--- config.mk ---
export PLATFORM = sky130hd
export DESIGN_NAME = stereo_cfg_seq
export DESIGN_NICKNAME = d
export VERILOG_FILES = /design/src/rtl/stereo_cfg_pkg.sv /design/src/rtl/stereo_cfg_rom.sv /design/src/rtl/stereo_cfg_issue.sv /design/src/rtl/stereo_cfg_ctrl.sv /design/src/rtl/stereo_cfg_seq.sv
export SDC_FILE = /design/constraint.sdc
export NUM_CORES = 1
export LEC_CHECK = 0
export BUFFER_PORTS_ARGS = -buffer_cell sky130_fd_sc_hd__buf_2
export CORE_ASPECT_RATIO = 2
export CORE_MARGIN = 4
export CORE_UTILIZATION = 58
export DETAILED_ROUTE_END_ITERATION = 7
export MAX_ROUTING_LAYER = met4
export PLACE_DENSITY = 0.82
export SKIP_LAST_GASP = 1
export SYNTH_ARGS = -nofsm -noshare
export SYNTH_HDL_FRONTEND = slang
export SYNTH_HIERARCHICAL = 1
export SYNTH_SLANG_ARGS = --single-unit
--- constraint.sdc ---
create_clock -name clk -period 1.78 [get_ports clk]
set_input_delay 0.356 -clock clk [delete_from_list [all_inputs] [get_ports clk]]
set_output_delay 0.356 -clock clk [all_outputs]
set_load 0.03 [all_outputs]
--- src/rtl/stereo_cfg_pkg.sv ---
package stereo_cfg_pkg;

  typedef enum logic [1:0] {
    TGT_BOTH   = 2'd0,
    TGT_MASTER = 2'd1,
    TGT_SLAVE  = 2'd2
  } tgt_e;

  typedef struct packed {
    tgt_e        tgt;
    logic        rd;
    logic [7:0]  regno;
    logic [15:0] data;
  } cmd_t;

  localparam logic [7:0] REG_CTRL   = 8'h07;
  localparam logic [7:0] REG_RESET  = 8'h0C;
  localparam logic [7:0] REG_LINK   = 8'hB1;
  localparam logic [7:0] REG_RXCFG  = 8'hB2;
  localparam logic [7:0] REG_TXCFG  = 8'hB3;
  localparam logic [7:0] REG_SHIFT  = 8'hB4;
  localparam logic [7:0] REG_ERR_A  = 8'hB7;
  localparam logic [7:0] REG_ERR_B  = 8'hB8;

  localparam logic [1:0] SEL_IDLE   = 2'b11;

endpackage

--- src/rtl/stereo_cfg_rom.sv ---
module stereo_cfg_rom
  import stereo_cfg_pkg::*;
#(
  parameter int NUM_EXTRA = 4,
  parameter int NUM_SKEW  = 4,
  parameter int PC_W      = 5,
  parameter int SK_W      = 2,
  parameter logic [NUM_EXTRA*24-1:0] EXTRA_TAB = '0,
  parameter logic [NUM_SKEW*8-1:0]   SKEW_TAB  = '0,
  parameter logic [15:0] B1_BASE  = 16'h0000,
  parameter logic [15:0] S07_BASE = 16'h0000,
  parameter logic [15:0] L2_BASE  = 16'h0000,
  parameter logic [15:0] L3_BASE  = 16'h0000,
  parameter logic [15:0] L4_BASE  = 16'h0000
) (
  input  logic [PC_W-1:0] pc,
  input  logic [SK_W-1:0] skew_idx,
  output cmd_t            cmd
);

  localparam logic [PC_W-1:0] PC_EXT0 = PC_W'(3);
  localparam logic [PC_W-1:0] PC_TAIL = PC_W'(3 + NUM_EXTRA);

  localparam logic [15:0] LINK_ON   = B1_BASE & ~16'h0003;
  localparam logic [15:0] LINK_BYP  = (B1_BASE & ~16'h0003) | 16'h0001;
  localparam logic [15:0] CTRL_PAIR = (S07_BASE & ~16'h0060) | 16'h0020;
  localparam logic [15:0] CTRL_SLV  = S07_BASE | 16'h0060;

  logic [7:0]      skew;
  logic [PC_W-1:0] off;
  int              ei;

  always_comb begin
    skew = SKEW_TAB[int'(skew_idx)*8 +: 8];
    off  = pc - PC_TAIL;
    ei   = int'(pc) - 3;
    cmd  = '{tgt: TGT_BOTH, rd: 1'b0, regno: 8'h00, data: 16'h0000};
    if (pc < PC_EXT0) begin
      unique case (pc[1:0])
        2'd0:    cmd = '{tgt: TGT_BOTH,   rd: 1'b0, regno: REG_LINK, data: LINK_ON};
        2'd1:    cmd = '{tgt: TGT_MASTER, rd: 1'b0, regno: REG_LINK, data: LINK_BYP};
        default: cmd = '{tgt: TGT_BOTH,   rd: 1'b0, regno: REG_CTRL, data: CTRL_PAIR};
      endcase
    end else if (pc < PC_TAIL) begin
      cmd.tgt   = TGT_BOTH;
      cmd.rd    = 1'b0;
      cmd.regno = EXTRA_TAB[ei*24+16 +: 8];
      cmd.data  = EXTRA_TAB[ei*24 +: 16];
    end else begin
      case (off)
        PC_W'(0):  cmd = '{tgt: TGT_BOTH,   rd: 1'b0, regno: REG_TXCFG, data: L3_BASE & ~16'h0010};
        PC_W'(1):  cmd = '{tgt: TGT_BOTH,   rd: 1'b0, regno: REG_RXCFG, data: L2_BASE & ~16'h0010};
        PC_W'(2):  cmd = '{tgt: TGT_MASTER, rd: 1'b0, regno: REG_LINK,  data: LINK_BYP};
        PC_W'(3):  cmd = '{tgt: TGT_SLAVE,  rd: 1'b0, regno: REG_LINK,  data: LINK_ON};
        PC_W'(4):  cmd = '{tgt: TGT_SLAVE,  rd: 1'b0, regno: REG_CTRL,  data: CTRL_SLV};
        PC_W'(5):  cmd = '{tgt: TGT_MASTER, rd: 1'b0, regno: REG_RXCFG,
                           data: (L2_BASE & ~16'h0017) | {13'd0, skew[2:0]}};
        PC_W'(6):  cmd = '{tgt: TGT_MASTER, rd: 1'b0, regno: REG_TXCFG,
                           data: (L3_BASE & ~16'h0017) | {13'd0, skew[5:3]}};
        PC_W'(7):  cmd = '{tgt: TGT_MASTER, rd: 1'b0, regno: REG_SHIFT,
                           data: (L4_BASE & ~16'h0003) | {14'd0, skew[7:6]}};
        PC_W'(8):  cmd = '{tgt: TGT_MASTER, rd: 1'b1, regno: REG_ERR_A, data: 16'h0000};
        PC_W'(9):  cmd = '{tgt: TGT_MASTER, rd: 1'b1, regno: REG_ERR_B, data: 16'h0000};
        PC_W'(10): cmd = '{tgt: TGT_SLAVE,  rd: 1'b1, regno: REG_ERR_A, data: 16'h0000};
        PC_W'(11): cmd = '{tgt: TGT_SLAVE,  rd: 1'b1, regno: REG_ERR_B, data: 16'h0000};
        PC_W'(12): cmd = '{tgt: TGT_BOTH,   rd: 1'b0, regno: REG_RESET, data: 16'h0001};
        default:   cmd = '{tgt: TGT_BOTH,   rd: 1'b0, regno: REG_RESET, data: 16'h0000};
      endcase
    end
  end

endmodule

--- src/rtl/stereo_cfg_issue.sv ---
module stereo_cfg_issue
  import stereo_cfg_pkg::*;
#(
  parameter int FLAG_BIT = 0
) (
  input  logic        clk,
  input  logic        rst_n,
  input  logic        go,
  input  cmd_t        cmd,
  output logic        cmd_valid,
  input  logic        cmd_ready,
  output logic [7:0]  cmd_reg,
  output logic [15:0] cmd_wdata,
  output logic        cmd_rd,
  input  logic        cmd_done,
  input  logic [15:0] cmd_rdata,
  output logic        sel_m,
  output logic        sel_s,
  output logic        fin,
  output logic        fin_flag
);

  typedef enum logic [1:0] {I_IDLE, I_REQ, I_WAIT} ist_e;

  ist_e       st_q, st_d;
  cmd_t       cmd_q;
  logic       cmd_ld;
  logic [1:0] sel_q, sel_d;
  logic       sel_ld;

  always_comb begin
    st_d   = st_q;
    sel_d  = sel_q;
    cmd_ld = 1'b0;
    sel_ld = 1'b0;
    unique case (st_q)
      I_IDLE: if (go) begin
        st_d   = I_REQ;
        cmd_ld = 1'b1;
        sel_ld = 1'b1;
        unique case (cmd.tgt)
          TGT_MASTER: sel_d = 2'b01;
          TGT_SLAVE:  sel_d = 2'b10;
          default:    sel_d = 2'b00;
        endcase
      end
      I_REQ:  if (cmd_ready) st_d = I_WAIT;
      I_WAIT: if (cmd_done) begin
        st_d   = I_IDLE;
        sel_ld = 1'b1;
        sel_d  = SEL_IDLE;
      end
      default: st_d = I_IDLE;
    endcase
  end

  always_ff @(posedge clk or negedge rst_n) begin
    if (!rst_n) begin
      st_q  <= I_IDLE;
      cmd_q <= '0;
      sel_q <= SEL_IDLE;
    end else begin
      st_q <= st_d;
      if (cmd_ld) cmd_q <= cmd;
      if (sel_ld) sel_q <= sel_d;
    end
  end

  assign cmd_valid = (st_q == I_REQ);
  assign cmd_reg   = cmd_q.regno;
  assign cmd_wdata = cmd_q.data;
  assign cmd_rd    = cmd_q.rd;
  assign sel_m     = sel_q[1];
  assign sel_s     = sel_q[0];
  assign fin       = (st_q == I_WAIT) && cmd_done;
  assign fin_flag  = fin && cmd_q.rd && cmd_rdata[FLAG_BIT];

endmodule

--- src/rtl/stereo_cfg_ctrl.sv ---
module stereo_cfg_ctrl #(
  parameter int NUM_EXTRA = 4,
  parameter int NUM_SKEW  = 4,
  parameter int MAX_TRIES = 8,
  parameter int PC_W      = 5,
  parameter int SK_W      = 2,
  parameter int TR_W      = 4
) (
  input  logic            clk,
  input  logic            rst_n,
  input  logic            start,
  input  logic            fin,
  input  logic            fin_flag,
  output logic            go,
  output logic [PC_W-1:0] pc,
  output logic [SK_W-1:0] skew_idx,
  output logic            busy,
  output logic            done,
  output logic            fail
);

  localparam logic [PC_W-1:0] LOOP_PC = PC_W'(NUM_EXTRA + 8);
  localparam logic [PC_W-1:0] LAST_PC = PC_W'(NUM_EXTRA + 16);
  localparam logic [SK_W-1:0] SK_LAST = SK_W'(NUM_SKEW - 1);
  localparam logic [TR_W-1:0] TR_LAST = TR_W'(MAX_TRIES - 1);

  typedef enum logic [2:0] {C_IDLE, C_ISSUE, C_WAIT, C_DONE, C_FAIL} cst_e;

  cst_e            st_q, st_d;
  logic [PC_W-1:0] pc_q, pc_d;
  logic [SK_W-1:0] sk_q, sk_d;
  logic [TR_W-1:0] tr_q, tr_d;
  logic            err_q, err_d;
  logic            err_any;

  always_comb begin
    st_d    = st_q;
    pc_d    = pc_q;
    sk_d    = sk_q;
    tr_d    = tr_q;
    err_d   = err_q;
    err_any = err_q | fin_flag;
    unique case (st_q)
      C_IDLE, C_DONE, C_FAIL: if (start) begin
        st_d  = C_ISSUE;
        pc_d  = '0;
        sk_d  = '0;
        tr_d  = '0;
        err_d = 1'b0;
      end
      C_ISSUE: st_d = C_WAIT;
      C_WAIT: if (fin) begin
        err_d = err_any;
        if (pc_q == LAST_PC) begin
          if (!err_any) begin
            st_d = C_DONE;
          end else if (tr_q == TR_LAST) begin
            st_d = C_FAIL;
          end else begin
            st_d  = C_ISSUE;
            pc_d  = LOOP_PC;
            tr_d  = tr_q + TR_W'(1);
            sk_d  = (sk_q == SK_LAST) ? '0 : sk_q + SK_W'(1);
            err_d = 1'b0;
          end
        end else begin
          st_d = C_ISSUE;
          pc_d = pc_q + PC_W'(1);
        end
      end
      default: st_d = C_IDLE;
    endcase
  end

  always_ff @(posedge clk or negedge rst_n) begin
    if (!rst_n) begin
      st_q  <= C_IDLE;
      pc_q  <= '0;
      sk_q  <= '0;
      tr_q  <= '0;
      err_q <= 1'b0;
    end else begin
      st_q  <= st_d;
      pc_q  <= pc_d;
      sk_q  <= sk_d;
      tr_q  <= tr_d;
      err_q <= err_d;
    end
  end

  assign go       = (st_q == C_ISSUE);
  assign pc       = pc_q;
  assign skew_idx = sk_q;
  assign busy     = (st_q == C_ISSUE) || (st_q == C_WAIT);
  assign done     = (st_q == C_DONE);
  assign fail     = (st_q == C_FAIL);

endmodule

--- src/rtl/stereo_cfg_seq.sv ---
module stereo_cfg_seq
  import stereo_cfg_pkg::*;
#(
  parameter int NUM_EXTRA = 4,
  parameter int NUM_SKEW  = 4,
  parameter int MAX_TRIES = 8,
  parameter int FLAG_BIT  = 0,
  parameter logic [6:0]  DEV_ADDR = 7'h48,
  parameter logic [NUM_EXTRA*24-1:0] EXTRA_TAB = 96'h06_002D_05_005E_04_02F0_03_01E0,
  parameter logic [NUM_SKEW*8-1:0]   SKEW_TAB  = 32'hC9_52_1B_00,
  parameter logic [15:0] B1_BASE  = 16'h001B,
  parameter logic [15:0] S07_BASE = 16'h0388,
  parameter logic [15:0] L2_BASE  = 16'h0014,
  parameter logic [15:0] L3_BASE  = 16'h0014,
  parameter logic [15:0] L4_BASE  = 16'h0000
) (
  input  logic        clk,
  input  logic        rst_n,
  input  logic        start,
  output logic        cmd_valid,
  input  logic        cmd_ready,
  output logic [6:0]  cmd_addr,
  output logic [7:0]  cmd_reg,
  output logic [15:0] cmd_wdata,
  output logic        cmd_rd,
  input  logic        cmd_done,
  input  logic [15:0] cmd_rdata,
  output logic        sel_m,
  output logic        sel_s,
  output logic        busy,
  output logic        done,
  output logic        fail
);

  localparam int PC_W = $clog2(NUM_EXTRA + 17);
  localparam int SK_W = (NUM_SKEW > 1) ? $clog2(NUM_SKEW) : 1;
  localparam int TR_W = $clog2(MAX_TRIES + 1);

  logic [1:0]      rst_sync;
  logic            rst_int_n;
  logic            go, fin, fin_flag;
  logic [PC_W-1:0] pc;
  logic [SK_W-1:0] skew_idx;
  cmd_t            cur_cmd;

  always_ff @(posedge clk or negedge rst_n) begin
    if (!rst_n) rst_sync <= 2'b00;
    else        rst_sync <= {rst_sync[0], 1'b1};
  end
  assign rst_int_n = rst_sync[1];

  stereo_cfg_ctrl #(
    .NUM_EXTRA(NUM_EXTRA), .NUM_SKEW(NUM_SKEW), .MAX_TRIES(MAX_TRIES),
    .PC_W(PC_W), .SK_W(SK_W), .TR_W(TR_W)
  ) u_ctrl (
    .clk(clk), .rst_n(rst_int_n), .start(start), .fin(fin), .fin_flag(fin_flag),
    .go(go), .pc(pc), .skew_idx(skew_idx), .busy(busy), .done(done), .fail(fail)
  );

  stereo_cfg_rom #(
    .NUM_EXTRA(NUM_EXTRA), .NUM_SKEW(NUM_SKEW), .PC_W(PC_W), .SK_W(SK_W),
    .EXTRA_TAB(EXTRA_TAB), .SKEW_TAB(SKEW_TAB), .B1_BASE(B1_BASE),
    .S07_BASE(S07_BASE), .L2_BASE(L2_BASE), .L3_BASE(L3_BASE), .L4_BASE(L4_BASE)
  ) u_rom (
    .pc(pc), .skew_idx(skew_idx), .cmd(cur_cmd)
  );

  stereo_cfg_issue #(.FLAG_BIT(FLAG_BIT)) u_issue (
    .clk(clk), .rst_n(rst_int_n), .go(go), .cmd(cur_cmd),
    .cmd_valid(cmd_valid), .cmd_ready(cmd_ready), .cmd_reg(cmd_reg),
    .cmd_wdata(cmd_wdata), .cmd_rd(cmd_rd), .cmd_done(cmd_done),
    .cmd_rdata(cmd_rdata), .sel_m(sel_m), .sel_s(sel_s),
    .fin(fin), .fin_flag(fin_flag)
  );

  assign cmd_addr = DEV_ADDR;

endmodule

==> results, run 1 <==
- The synthesized netlist devotes around 5.5% of its cell area to adder and majority cells.
- The post-synthesis mux area share is a little over a tenth.
- In the synthesized netlist the async set-or-reset flop fraction comes to 100%.
- Ranked by total cell area, the synthesized netlist is headed by sky130_fd_sc_hd__dfrtp_1 28%, sky130_fd_sc_hd__mux2_4 7.2%, sky130_fd_sc_hd__a21oi_1 5.0%.
- The count of buffers from port buffering is 36.
- CTS saw between 40 and 50 sinks.
- From bottom edge to top edge, the die measures between 100 and 150 um.
- CTS placed an instance of sky130_fd_sc_hd__clkbuf_16 at the clock tree root.
- The count of cell types in the netlist is between 70 and 80.
- Entering global routing, the biggest net connects 26 pins.
- The maximum count of clock buffers along a single path is 2.
- The synthesized design spends more area on one cell type than any other, namely sky130_fd_sc_hd__dfrtp_1.
- The xor-xnor portion of the synthesized cell area is 3.96%.
- The tool reported: "[ERROR GRT-0232] Routing congestion too high. Check the congestion heatmap in the GUI".
- slightly below 60 I/O pins were placed.
- The Yosys step of the flow raised 6 warnings.
- The kind of pin the worst path terminates on is a register input.
- The aggregate global routing overflow is 11.
- After detailed placement, the design holds a cell count of approximately 670.
- It got as far as global routing (5_1_grt) and failed there.
- A synthesized cell averages about 8.5 um2.
- The number of cells produced by synthesis is roughly 470.
- The congestion estimate from routability-driven global placement came to about 1.0.
- The netlist area before placement is approximately 4000 um2.
- Global routing used 69.1% of the available tracks.
- The global-route repair_timing pass left the worst setup endpoint at u_issue/cmd_reg[1]$_DFFE_PN0P_/D.
- Once the floorplan was initialized, standard cells occupied about three fifths of the core.
- The number of buffers added by the clock tree synthesis step is 5.
- In this run the number of H-tree levels came out at 2.
- Of the post-synthesis cell area, the dominant cell type holds 27.7%.
- The row count is between 40 and 50.
- The most used flip-flop cell after synthesis is sky130_fd_sc_hd__dfrtp_1.
- The fraction of the yosys area taken by sequential cells is ~29%.
- Summing the areas of all compound-gate instances in the mapped netlist gives 20.9% of the synthesized area.
- The HPWL after detailed placement is approximately 10 mm.
- The synthesized flop and latch total is 46.
- The main combinational cell family by area after synthesis is simple AND/OR/NAND/NOR gates.
- The synthesized design contains 0 enable-type register cells.
- The flow did not finish.
- The die is roughly 67 um wide.
- After Yosys synthesis, and, or, nand and nor cells account for 23.0% of the synthesized area.
-- layer usage --
metal | track usage (%) | overflow
met1 | 64.3 | 0
met4 | 74.0 | 5
met2 | 85.4 | 6
met5 | - | -
met3 | 47.8 | 0
-- cells in the mapped netlist, types with 4 or more instances --
cell type	instances
sky130_fd_sc_hd__nor2_1	52
sky130_fd_sc_hd__dfrtp_1	44
sky130_fd_sc_hd__a21oi_1	40
sky130_fd_sc_hd__nand2_1	34
sky130_fd_sc_hd__o21ai_0	26
sky130_fd_sc_hd__mux2_4	19
sky130_fd_sc_hd__nand3_1	19
sky130_fd_sc_hd__xnor2_1	17
sky130_fd_sc_hd__ha_1	16
sky130_fd_sc_hd__nor3_1	16
sky130_fd_sc_hd__clkbuf_1	14
sky130_fd_sc_hd__inv_1	11
sky130_fd_sc_hd__buf_4	9
sky130_fd_sc_hd__mux2_2	8
sky130_fd_sc_hd__o22ai_1	8
sky130_fd_sc_hd__a31oi_1	7
sky130_fd_sc_hd__a22o_1	6
sky130_fd_sc_hd__nand2b_1	6
sky130_fd_sc_hd__nor2b_1	6
sky130_fd_sc_hd__nor3b_1	6
sky130_fd_sc_hd__a211oi_1	5
sky130_fd_sc_hd__a21o_1	5
sky130_fd_sc_hd__and2_1	5
sky130_fd_sc_hd__buf_2	5
sky130_fd_sc_hd__mux2i_1	5
sky130_fd_sc_hd__or3_1	5
sky130_fd_sc_hd__a211o_1	4
-- kinds of logic after synthesis --
kind of cell	count (synthesis)
buf+inv	48
compound gates	129
mux	32
fa+ha+maj	17
simple gates	175
other cells	2
flops	46
xor+xnor	18
-- per-stage QoR --
step | utilization [%] | setup slack (ns) | instance area [um2]
3_5_place_dp | 76.9 | -1.49 | 5130
2_1_floorplan | - | -1.57 | 4230
4_1_cts | 89.2 | -1.40 | 5950
3_3_place_gp | 76.9 | -1.48 | 5130
-- repair_timing --
| action | CTS |
|---|---|
| cloned | 1 |
| setup buffers | 27 |
| hold buffers | 1 |
| pin swaps | 42 |
| hold endpoints to repair | 2 |
| setup endpoints to repair | 40 |
| gates resized for setup | 94 |
==> run 2, diff against run 1 <==
- CORE_ASPECT_RATIO: 2 -> default
- CORE_UTILIZATION: 58 -> 40
- MAX_ROUTING_LAYER: met4 -> default
- PLACE_DENSITY: 0.82 -> default
- PLACE_DENSITY_LB_ADDON: default -> 0.15
==> run 2 against run 1 <==
Effect of this change:
- the flow now finishes, with violations (negative setup slack)
- synthesized area did not move
- synthesized cell count did not move
==> results, run 2 <==
- The flow ran to the end, but the final reports show violations.
- The checks that failed: negative setup slack.
- The path class of the tightest hold or removal check is reg2async.
- Measured in cells, the most critical reg-to-reg path has a length of 13.
- The required time at the worst-slack endpoint is between 2 and 2.5 ns.
- IR analysis of the VDD net gives a maximum drop of 0.853 mV.
- The buffer cell driving the clock tree root is sky130_fd_sc_hd__clkbuf_8.
- After layout, the design draws a total of 7950 uW.
- The count of H-tree levels built during CTS is 2 (unchanged).
- In the post-route analysis, the smallest setup slack over all paths is -1.37 ns.
- The routed design could run at a clock period as short as 3.15 ns.
- In the routed layout, each cell is associated on average with a via count of around 5.4.
- At the pin with the least slew margin, the transition time is between 0.5 and 0.6 ns.
- The number of top-level pins is 59 (unchanged).
- Based on the critical path, the design can be clocked at up to between 300 and 400 MHz.
- Setup repair after global routing could not meet its margin everywhere.
- The count of flip-flops with a built-in enable after synthesis came to 0 (unchanged).
- For the worst setup path, the data arrival time is about 3.4 ns.
- The placer congestion estimate came to 0.913 (-8.7%).
- The total via count after detailed routing is about 4.1k.
- The repair_antennas step left the layout with diodes totalling 0.
- The final number of setup-violating endpoints is 35.
- The share of the synthesized area in the top cell type came to 27.7% (unchanged).
- By area the synthesized netlist is led by sky130_fd_sc_hd__dfrtp_1 28%, sky130_fd_sc_hd__mux2_4 7.2%, sky130_fd_sc_hd__a21oi_1 5.0%.
- The count of buffers from port buffering was 36 (unchanged).
- The die outline area is 11,600 um2.
- The remaining design rule violation count is 0.
- The number of flip-flops in the largest register is 16.
- The library cell used most frequently in the layout, excluding fill and tap cells, is sky130_fd_sc_hd__buf_4.
- In this run the register-to-register setup slack is -1.37 ns.
- The setup path with the least slack is of type reg2reg.
- TritonCTS built the clock tree.
- The number of cells produced by synthesis is 467 (unchanged).
- The number of buffers added by the clock tree synthesis step is 5 (unchanged).
- The synthesized flop and latch total came to 46 (unchanged).
- The post-route clock skew is roughly 0.015 ns.
- The count of cell types in the netlist was 77 (unchanged).
- The first-pass iteration count of the detailed router is 4.
- The maximum count of clock buffers along a single path is 2 (unchanged).
- The fraction of the yosys area taken by sequential cells is 29.0% (unchanged).
- The launch instance of the worst register-to-register path is u_ctrl/pc[1].
- Among all cell types in the netlist, the one instantiated most often is sky130_fd_sc_hd__nor2_1.
- The aggregate global routing overflow is 0.
- In the final routed layout, each cell accounts on average for approximately 16 um.
- The critical path launch point type is a flip-flop.
- The net count of the finished layout is around 650.
- Dividing total power by cell area gives a power density of 1320 nW/um2.
- The initial core utilization is 40.9% (-19 points).
- The max-cap violation count is 0.
- The first global-routing pass estimated between 20 and 25 mm of wire.
- The total area inside the core boundary comes to 9730 um2.
- The clock sink count is 46 (unchanged).
- The via count of the first global-routing pass was approximately 4k.
- The netlist area before placement is 3980 um2 (unchanged).
- The detailed router finished its first iteration with 320 violations.
- The initial antenna violation count came to 0.
- The die outline height is 108 um (-14%).
- The routed wire length is 12.4 mm.
- The top cell types in the final layout, fill and taps aside, are 113 x sky130_fd_sc_hd__buf_4, 45 x sky130_fd_sc_hd__nor2_1, 39 x sky130_fd_sc_hd__dfrtp_1.
- For this run, the leading register cell type out of synthesis is sky130_fd_sc_hd__dfrtp_1.
- The total routing usage reported by global routing is ~22%.
- After routing, the total negative slack on setup checks comes to -33.64 ns.
- The layout overhead on the synthesized area is 51.3%.
- The final max-slew violation count is 0.
- The clock network latency to the later pin of the worst-skew pair is between 0.3 and 0.4 ns.
- The cell count after placement came to 720 (+7.3%).
- By count the netlist is led by 52 x sky130_fd_sc_hd__nor2_1, 44 x sky130_fd_sc_hd__dfrtp_1, 40 x sky130_fd_sc_hd__a21oi_1.
- The width of the chip was 108 um (+62%).
- Of all cell types, the one taking the most synthesized area is sky130_fd_sc_hd__dfrtp_1.
- The finished layout holds 749 standard cells, fillers aside.
- The count of synthesis-stage warnings from yosys is 6 (unchanged).
- The count of nets left with antenna violations once routing finished came out at 0.
- The share of the core filled with cells is 61.9%.
- The final cycle utilization of the critical path is 177%.
- The highest net fanout along the worst path is 6.
- The total half-perimeter wirelength after legalization and detailed placement came to 8.71 mm (-14%).
- STA classifies the critical path endpoint as a flip-flop.
- The endpoint identified for the worst register-to-register timing path is u_issue/cmd_reg[7].
- The worst slew margin relative to its limit is between 50% and 60%.
- The maximum number of pins on one net before global-route repair is 25.
- The row count is 36 (-14%).
- The post-CTS clock slew at the launch and capture registers of the worst setup and hold paths is around 0.1 ns.
- Of the cells placed in the final design, the portion with a size suffix greater than 1 is 51.6%.
- The average footprint of a synthesized cell is 8.53 um2 (unchanged).
- The static leakage is about 0.0027 uW.
- The placement-stage worst setup slack is -1.50 ns (-0.00509 ns).
- The share of synthesized flip-flops with an asynchronous set or reset came to 100% (unchanged).
- The count of endpoints failing hold in the final timing report came to 0.
[run 2: cell counts after synthesis]
Identical to the previous run, type by type.
[run 2: per-layer routing]
metal  part of all wire, %  GRT usage (%)  up-vias
li1                      -              -     1972
met1                    43           27.9     1990
met2                    51           37.6       85
met3                   3.6           2.94       23
met4                   2.4           6.22        0
met5                     0              0        -
[run 2: cell families (layout without fill, tap and decap cells)]
| family | Yosys count | after routing | synth area share, % |
|---|---|---|---|
| compound gates | 129 | 129 | 20.9 |
| xor+xnor | 18 | 18 | 3.96 |
| fa+ha+maj | 17 | 17 | 5.53 |
| buf+inv | 48 | 191 | 6.76 |
| flops | 46 | 46 | 29.0 |
| mux | 32 | 32 | 10.7 |
| other cells | 2 | 8 | 0.189 |
| simple gates | 175 | 175 | 23.0 |
[run 2: worst max-delay path by stage]
stage / start / end
floorplan: u_ctrl/pc[1] / u_issue/cmd_reg[4]
global placement: u_ctrl/pc[1] / u_issue/cmd_reg[6]
detailed placement: u_ctrl/pc[1] / u_issue/cmd_reg[6]
CTS: u_ctrl/pc[0] / u_issue/cmd_reg[4]
global route: u_ctrl/pc[0] / u_issue/cmd_reg[1]
finish: u_ctrl/pc[1] / u_issue/cmd_reg[7]
[run 2: worst max-delay path, stage by stage, from the launching register on]
cell and delay (ns):
sky130_fd_sc_hd__dfrtp_2 0.44, sky130_fd_sc_hd__ha_4 0.20, sky130_fd_sc_hd__xor2_4 0.16, sky130_fd_sc_hd__inv_2 0.10
sky130_fd_sc_hd__ha_4 0.21, sky130_fd_sc_hd__ha_4 0.16, sky130_fd_sc_hd__fa_2 0.38, sky130_fd_sc_hd__xnor2_4 0.14
sky130_fd_sc_hd__or4b_4 0.52, sky130_fd_sc_hd__buf_6 0.14, sky130_fd_sc_hd__a211oi_2 0.23, sky130_fd_sc_hd__a211oi_2 0.09
sky130_fd_sc_hd__o22ai_1 0.14, sky130_fd_sc_hd__mux2_4 0.18
[run 2: repair_timing]
| item | in CTS | in global routing |
|---|---|---|
| cloned | 1 | 0 |
| resized for setup | 63 | 56 |
| hold buffers | 1 | 0 |
| pin swaps | 33 | 28 |
| buffers inserted | 16 | 4 |
| hold endpoints to repair | 2 | 0 |
| setup endpoints to repair | 36 | 42 |
[run 2: cell type report]
type / count / area [um2]
Fill cell: 876 / 3710
Multi-Input combinational cell: 379 / 3200
Timing Repair Buffer: 171 / 1350
Sequential cell: 46 / 1160
Tap cell: 133 / 166
Clock buffer: 7 / 86.3
Inverter: 12 / 45.0
Clock inverter: 1 / 8.76
[run 2: metrics by stage]
stage / hold slack, ns / area [um2]
floorplan: 0.0604 / 4230
global placement: 0.141 / 5220
detailed placement: 0.148 / 5220
CTS: 0.267 / 5730
global route: 0.288 / 6020
finish: 0.244 / 6020
[run 2: where the power goes]
group	switching (uW)	total (uW)	internal, uW	leakage (uW)
clock network	392	713	322	0.0000489
registers	137	1390	1250	0.000584
logic	3080	5850	2760	0.00206
total	3610	7950	4340	0.00270
Note: power is estimated with default switching activity, not from simulation.
